$ cat config.mk
export PLATFORM = sky130hd
export DESIGN_NAME = tdm_in_aligner
export DESIGN_NICKNAME = d
export VERILOG_FILES = /design/src/rtl/tdm_align_pkg.sv /design/src/rtl/tdm_offset_gen.sv /design/src/rtl/tdm_pos_track.sv /design/src/rtl/tdm_byte_deser.sv /design/src/rtl/tdm_in_aligner.sv
export SDC_FILE = /design/constraint.sdc
export NUM_CORES = 1
export LEC_CHECK = 0
export BUFFER_PORTS_ARGS = -buffer_cell sky130_fd_sc_hd__buf_2
export CORE_MARGIN = 5
export CORE_UTILIZATION = 60
export DETAILED_ROUTE_END_ITERATION = 8
export PLACE_DENSITY_LB_ADDON = 0.1
export SLEW_MARGIN = 20
export SYNTH_ARGS = -nofsm -noshare
export SYNTH_HDL_FRONTEND = slang
export SYNTH_SLANG_ARGS = --single-unit
$ cat constraint.sdc
create_clock -name clk -period 17.6 [get_ports clk]
set_clock_uncertainty 0.2 [all_clocks]
set_input_delay 3.52 -clock clk [delete_from_list [all_inputs] [get_ports clk]]
set_output_delay 3.52 -clock clk [all_outputs]
set_load 0.005 [all_outputs]
$ cat src/rtl/tdm_align_pkg.sv
package tdm_align_pkg;
    parameter int CH_W   = 7;            // widest channel index (128 channels)
    parameter int QTR    = 4;            // sampling ticks per bit
    localparam int DLY_W = CH_W + 3;     // channel delay field + bit delay field
    localparam int TK_W  = CH_W + 6;     // holds a full 128-channel frame in ticks

    typedef struct packed {
        logic [1:0]      q;   // quarter within bit
        logic [2:0]      b;   // bit index, 7 first
        logic [CH_W-1:0] c;   // channel
    } pos_t;

    function automatic logic [CH_W-1:0] ch_mask(input logic [1:0] mode);
        int sh;
        sh = CH_W - 2 + ((mode > 2'd2) ? 2 : int'(mode));
        return CH_W'((1 << sh) - 1);
    endfunction

    function automatic logic [TK_W-1:0] frame_ticks(input logic [1:0] mode);
        return (TK_W'(ch_mask(mode)) + TK_W'(1)) * TK_W'(8 * QTR);
    endfunction

    function automatic logic [TK_W-1:0] offset_ticks(input logic [DLY_W-1:0] dly,
                                                     input logic fen,
                                                     input logic [1:0] frac,
                                                     input logic [1:0] mode);
        logic [TK_W-1:0] t;
        logic [TK_W-1:0] f;
        t = TK_W'(dly[DLY_W-1:3] & ch_mask(mode)) * TK_W'(8 * QTR)
          + TK_W'(dly[2:0]) * TK_W'(QTR)
          + (fen ? TK_W'(frac) + TK_W'(1) : TK_W'(0));
        f = frame_ticks(mode);
        return (t >= f) ? t - f : t;
    endfunction
endpackage

$ cat src/rtl/tdm_offset_gen.sv
module tdm_offset_gen
    import tdm_align_pkg::*;
(
    input  logic             clk,
    input  logic             rst,
    input  logic             fp,
    input  logic [1:0]       mode_in,
    input  logic [DLY_W-1:0] dly,
    input  logic             fen,
    input  logic [1:0]       frac,
    output logic             restart,
    output logic [1:0]       mode_eff
);
    logic [TK_W-1:0] tcnt;
    logic [TK_W-1:0] tq;
    logic [TK_W-1:0] t_new;
    logic [1:0]      mode_q;

    assign t_new    = offset_ticks(dly, fen, frac, mode_in);
    assign mode_eff = fp ? mode_in : mode_q;
    assign restart  = fp ? (t_new == '0) : (tcnt == tq);

    always_ff @(posedge clk) begin
        if (rst) begin
            tcnt   <= '1;
            tq     <= '0;
            mode_q <= '0;
        end else if (fp) begin
            tcnt   <= TK_W'(1);
            tq     <= t_new;
            mode_q <= mode_in;
        end else if (tcnt != '1) begin
            tcnt <= tcnt + TK_W'(1);
        end
    end
endmodule

$ cat src/rtl/tdm_pos_track.sv
module tdm_pos_track
    import tdm_align_pkg::*;
(
    input  logic       clk,
    input  logic       rst,
    input  logic       restart,
    input  logic [1:0] mode_eff,
    output pos_t       cur,
    output logic       locked,
    output logic       sample,
    output logic       byte_done
);
    pos_t pos_r;
    pos_t nxt;
    logic lock_r;

    always_comb begin
        if (restart) begin
            cur.q = '0;
            cur.b = 3'd7;
            cur.c = '0;
        end else begin
            cur = pos_r;
        end
        nxt   = cur;
        nxt.q = cur.q + 2'd1;
        if (cur.q == 2'(QTR - 1)) begin
            nxt.b = cur.b - 3'd1;
            if (cur.b == 3'd0)
                nxt.c = (cur.c == ch_mask(mode_eff)) ? '0 : cur.c + CH_W'(1);
        end
    end

    assign locked    = lock_r | restart;
    assign sample    = locked && (cur.q == 2'd2);
    assign byte_done = sample && (cur.b == 3'd0);

    always_ff @(posedge clk) begin
        if (rst) begin
            pos_r  <= '0;
            lock_r <= 1'b0;
        end else begin
            pos_r  <= nxt;
            lock_r <= locked;
        end
    end
endmodule

$ cat src/rtl/tdm_byte_deser.sv
module tdm_byte_deser
    import tdm_align_pkg::*;
(
    input  logic            clk,
    input  logic            rst,
    input  logic            sample,
    input  logic            byte_done,
    input  logic            sd,
    input  logic [CH_W-1:0] ch_in,
    output logic            valid,
    output logic [7:0]      data,
    output logic [CH_W-1:0] ch_out
);
    logic [6:0] sh;

    always_ff @(posedge clk) begin
        if (rst) begin
            sh     <= '0;
            valid  <= 1'b0;
            data   <= '0;
            ch_out <= '0;
        end else begin
            if (sample)
                sh <= {sh[5:0], sd};
            valid <= byte_done;
            if (byte_done) begin
                data   <= {sh, sd};
                ch_out <= ch_in;
            end
        end
    end
endmodule

$ cat src/rtl/tdm_in_aligner.sv
module tdm_in_aligner
    import tdm_align_pkg::*;
(
    input  logic             clk,
    input  logic             rst,
    input  logic             fp_i,
    input  logic             sd_i,
    input  logic [1:0]       mode_i,
    input  logic [DLY_W-1:0] dly_i,
    input  logic             frac_en_i,
    input  logic [1:0]       frac_i,
    output logic             byte_valid_o,
    output logic [7:0]       byte_o,
    output logic [CH_W-1:0]  chan_o
);
    logic       restart;
    logic [1:0] mode_eff;
    pos_t       cur;
    logic       locked;
    logic       sample;
    logic       byte_done;

    tdm_offset_gen u_off (
        .clk(clk), .rst(rst), .fp(fp_i), .mode_in(mode_i), .dly(dly_i),
        .fen(frac_en_i), .frac(frac_i), .restart(restart), .mode_eff(mode_eff)
    );

    tdm_pos_track u_trk (
        .clk(clk), .rst(rst), .restart(restart), .mode_eff(mode_eff),
        .cur(cur), .locked(locked), .sample(sample), .byte_done(byte_done)
    );

    tdm_byte_deser u_des (
        .clk(clk), .rst(rst), .sample(sample), .byte_done(byte_done),
        .sd(sd_i), .ch_in(cur.c), .valid(byte_valid_o), .data(byte_o),
        .ch_out(chan_o)
    );
endmodule

# Word-level counts from Yosys, hierarchy flattened
# Cells that the tools add are included.
# op_classes
eq_ne	5
n_mux	12
bitwise_logic	2
addsub	13
shift	2
order_cmp	3
n_reduce_logical	6
# op_table
cell	n
$add 4x32->32 const A	2
$shl 1x32->7 const A	2
$mux 13	4
$mux 7	2
$sub 7x2->7 const B	2
$add 13x1->13 const B	1
$add 13x13->13	1
$add 13x5->13	1
$eq 13x13->1	1
$ge 13x13->1	1
$logic_not 13->1	1
$ne 13x13->1 const B	1
$sub 13x13->13	1
$mux 12	1
$mux 10	1
$add 7x1->8 const B	1
$add 7x1->7 const B	1
$and 7x7->7	1
$eq 7x7->1	1
$mux 2	3
$eq 2x2->1 const B	2
$gt 2x2->1 const B	2
$add 2x1->3 const B	1
$logic_not 3->1	1
other kinds (7)	8
# totals
word_cells	55
output_inout_bits	16
reg_bits	64
inputBits	19

# Longest topological paths before layout
# depth
ltp_word	17
mapped_depth	26
mapped_depth_nobuf	23

# Cells and area by module
# From an unflattened synthesis, not the netlist that was laid out.
# hier_totals
cells_unflattened	397
area_unflattened_um2	3569.7
# modules_own_cells
module	cells_each	seq_area_each_um2	instances	area_each_um2
tdm_offset_gen	244	560.5	1	2044.5
tdm_byte_deser	73	460.4	1	815.8
tdm_pos_track	80	260.2	1	709.4

# Worst setup path after synthesis
# Ideal clock, no wire load.
# synth_path
path_type	input to register
from	input frac_i[0]
to	register u_des.data[1]
t_arrival_ps	7810
setup_time_ps	120
setup_slack_ps	9470
stages	25
n_path_buf	3
required_ps	17280
cell_sequence	ha_1 > and2_1 > ha_1 > ha_1 > and3_1 > buf_6 > nand3_1 > xnor2_1 > ha_1 > o21a_1 > o31ai_2 > a21oi_1 > o311a_1 > a211oi_2 > o211ai_4 > and2_1 > nor2b_1 > ha_1 > nor2b_1 > and3_1 > buf_1 > and2_1 > and2_4 > buf_6 > mux2i_1
# synth_via
elab_chain_cells	11
elab_cells_between_ends	14
classes_between	3 x add/sub; 1 x order compare; 1 x eq/ne; 4 x mux; 1 x bitwise; 4 x reduce/logical
# synth_lines
item	line_no	text
start: declaration	tdm_in_aligner.sv:11	input logic [1:0] frac_i,
$add 2x1->3 (*)	tdm_align_pkg.sv:31	+ (fen ? TK_W'(frac) + TK_W'(1) : TK_W'(0));
$mux 13 (*)	tdm_align_pkg.sv:31	
$add 13x13->13 (*)	tdm_align_pkg.sv:31	
$sub 13x13->13 / $ge 13x13->1 (equally long branches)	tdm_align_pkg.sv:33	return (t >= f) ? t - f : t;
$mux 13 (*)	tdm_align_pkg.sv:33	
$logic_not 13->1 (*)	tdm_offset_gen.sv:21	assign restart = fp ? (t_new == '0) : (tcnt == tq);
$mux 1 (*)	tdm_offset_gen.sv:21	
$mux 12	tdm_pos_track.sv:18	if (restart) begin
$eq 2x2->1	tdm_pos_track.sv:35	assign sample = locked && (cur.q == 2'd2);
$logic_and 1x1->1	tdm_pos_track.sv:35	
$logic_and 1x1->1 (*)	tdm_pos_track.sv:36	assign byte_done = sample && (cur.b == 3'd0);
end signal: assignment	tdm_byte_deser.sv:27	data <= {sh, sd};
end: declaration	tdm_byte_deser.sv:11	output logic [7:0] data,
# Every way passes the cells marked *; elsewhere a longest branch is shown, timed or not.
# A chain may end at the register's enable or synchronous reset.

# Worst setup path after layout
# Ends and elaborated chain as after synthesis.

==> impl_metrics.csv <==
group,metric,value,unit
run_status,status,"complete, no violations",
cells_and_area,fin_nets,483,
route,via_per_inst,5.64,
critical_path,crit_path_frequent_cell,"ha_1",
clock_tree,cts_root_buf,"clkbuf_8",
sta,hold_violations,0,
clock_tree,cts_buffers,9,
yosys,syn_avg_cell_area,9.14,um2
global_route,antenna_found_initial,0,
cells_and_area,final_cells,528,
yosys,ys_types,65,
floorplanning,pin_count,35,
yosys,synth_top_cell_by_area,"dfxtp_1",
pwr,seqPwrFrac,0.438,
sta,max_freq,0.109,GHz
placed_design,io_buffers,34,
yosys,ys_ff_latch,64,
pwr,switching_share,0.264,
yosys,yosysSeqAreaShare,0.333,
pwr,switchingPower,0.0000940,W
floorplanning,die_w,90.1,um
critical_path,startpoint_type,"primary input",
yosys,synth_top_family_by_area,"simple AND/OR/NAND/NOR gates",
pwr,vdd_drop_max,83.4,uV
critical_path,path_cells,"buf_2 > ha_1 > and2_1 > ha_1 > ha_1 > and3_1 > nand3_1 > xnor2_1 > ha_1 > nand4_1 > nor2_1 > a311oi_2 > a21oi_1 > nor4b_4 > o211ai_4 > and2_1 > nor2b_1 > ha_1 > nor2b_1 > and3_1 > and2_1 > and2_4 > mux2i_1",
route,first_pass_iters,5,
sta,min_period_over_period,0.524,
critical_path,crit_arrival,9.28,ns
clock_tree,clockBufferDepth,2,
yosys,synth_area,0.00385,mm2
critical_path,r2r_slack,14.02,ns
floorplanning,core,0.00628,mm2
yosys,yosysWarnings,0,
route,routedWlPerCell,14.5,um
sta,setup_viol,0,
global_route,grt_pass1_vias,2800,
clock_tree,postCtsSetupBuffers,0,
sta,fin_setup_tns,0,ns
clock_tree,htreeDepth,3,
clock_tree,cts_sinks,64,
floorplanning,initial_core_util,0.613,
placed_design,place_area,0.00400,mm2
cells_and_area,fill_cells,525,
route,drt_iter0_drc,132,
placed_design,place_hpwl,5640,um
route,dr_total_vias,2976,
clock_tree,cts_resized,0,
route,drc_errors,0,
yosys,synthAdderAreaFrac,0.0586,
yosys,synthXorXnorAreaFrac,0.0937,
yosys,synth-compound-area-share,0.142,
critical_path,crit_slowest_cell,"a21oi_1",
clock_tree,cts_tree,"done",
route,ant_nets,0,
floorplanning,die-area,0.00811,mm2
yosys,synthMuxAreaShare,0.0771,
min_path,min_path_type,"reg2reg",
yosys,synth_top_flop_cell,"dfxtp_1",
pwr,p_leak,1.71,nW
cells_and_area,drive_gt1_frac,0.160,
critical_path,path_max_fanout,23,
clock_tree,clk_latency,0.34,ns
floorplanning,rows,29,
route,wirelength,7660,um
placed_design,gp_congestion,0.940,
clock_tree,clkSlewWorstSetupHoldPaths,0.08,ns
global_route,grt_max_degree,68,
clock_tree,postCtsHoldBufs,0,
critical_path,endpoint_kind,"flip-flop",
yosys,yosysMostFrequentCell,"dfxtp_1",
critical_path,crit_type,"in2reg",
yosys,synth_simple_gate_area_frac,0.250,
sta,fin_ws,8.38,ns
global_route,grt_pass1_wl,12900,um
job,timing.max_cap.violations,0,
global_route,overflow,0,
sta,slew_violations,0,
pwr,p_comb_frac,0.148,
global_route,track_usage,0.188,
cells_and_area,syn_to_final_growth,10.2,%
yosys,synth.area.top_cells,"dfxtp_1 (33%), mux2i_1 (7.0%), ha_1 (5.9%), xor2_1 (5.5%), nand2b_1 (4.9%)",
cells_and_area,finish.instance_area,0.00424,mm2
critical_path,slowest_delay,0.85,ns
sta,rsz0062_at_grt,"no",
sta,fin_crit,9.22,ns
pwr,p_int,0.000263,W
yosys,postSynth.asyncResetShare,0,
sta,slew_headroom,0.308,
placed_design,preCtsSetupSlack,8.13,ns
cells_and_area,diodes,0,
critical_path,required,17.66,ns
placed_design,place_inst,512,
pwr,power-per-cell-area,84.2,mW/mm2
pwr,pwr-share-clk,0.414,
yosys,yosys-top-cells-count,"dfxtp_1 (64), nor2_1 (38), nand2b_1 (30)",
yosys,synth_top_cell_area_share,0.333,
yosys,synth_edf_count,0,
floorplanning,die_y,90.1,um
sta,worstMarginPinSlew,1.04,ns
yosys,syn_inst,421,
## layout by cell type (no fill, tap or decap), drive strengths merged, types with 14 or more instances in the layout
master,count
nand2b,30
mux2i,27
xnor2,15
nand2,14
xor2,24
nand3,16
inv,14
dfxtp,64
nand4,17
ha,18
buf,34
nor2,38
## worst paths after layout
path,start,end,depth (start not counted)
setup / recovery,frac_i[0],u_des.data[1],23
hold reg to reg,u_des.ch_out[4],u_des.ch_out[4],2
setup reg to reg,u_off.tcnt[4],u_des.data[5],11
hold / removal,u_des.ch_out[4],u_des.ch_out[4],2
## registers in the layout (all words and copies together) (netlist names)
name and flops:
u_des.valid 1, u_off.tcnt 13, u_des.ch_out 7, u_off.mode_q 2, u_off.tq 13, u_trk.lock_r 1, u_des.data 8, u_trk.pos_r 12
u_des.sh 7
## layout make-up
class / count / area (um2) / share of cell area
multi-input combinational: 325 / 2410 / 0.568
sequential: 64 / 1280 / 0.302
timing repair buffer: 34 / 170 / 0.0402
clock buffer: 11 / 151 / 0.0357
tap: 77 / 96.3 / 0.0227
clock inverter: 5 / 86.3 / 0.0204
inverter: 12 / 45.0 / 0.0106
## through the flow
stage	hold slack [ns]	power, W	util
5_1_grt	0.281	0.000374	0.675
6_report	0.262	0.000357	0.675
2_1_floorplan	0.253	0.000200	-
3_3_place_gp	0.252	0.000210	0.637
4_1_cts	0.264	0.000359	0.675
3_5_place_dp	0.251	0.000212	0.637
## worst max-delay path: cells and delay by family
family,cells,cell delay (ns)
AND/OR/NAND/NOR,12,2.64
AO/OA/AOI/OAI,3,1.56
adder cells (fa/ha/maj),5,1.07
multiplexers,1,0.20
XOR/XNOR,1,0.18
buffers and inverters,1,0.10
## power groups by stage
stage	logic (W)	registers (W)	clock network, W
2_1_floorplan	0.0000417	0.000158	0
3_3_place_gp	0.0000506	0.000160	0
3_5_place_dp	0.0000521	0.000160	0
4_1_cts	0.0000524	0.000156	0.000150
5_1_grt	0.0000584	0.000157	0.000158
6_report	0.0000528	0.000156	0.000148
## layer usage
layer,wire length [um],GRT usage,vias to the layer above,part of all wire
met4,172,0.0744,0,0.022
met3,272,0.0392,18,0.036
met2,3430,0.284,61,0.45
met1,3780,0.262,1363,0.49
li1,-,-,1534,-
met5,0,0,-,0
## cells by family (layout without fill, tap and decap cells)
family | Yosys count | count (layout)
adder cells (fa/ha/maj) | 18 | 18
buffers and inverters | 34 | 62
AO/OA/AOI/OAI | 70 | 70
multiplexers | 29 | 29
flip-flops | 64 | 64
other | 2 | 4
XOR/XNOR | 39 | 39
AND/OR/NAND/NOR | 165 | 165
Power figures use the tool's default switching activity.
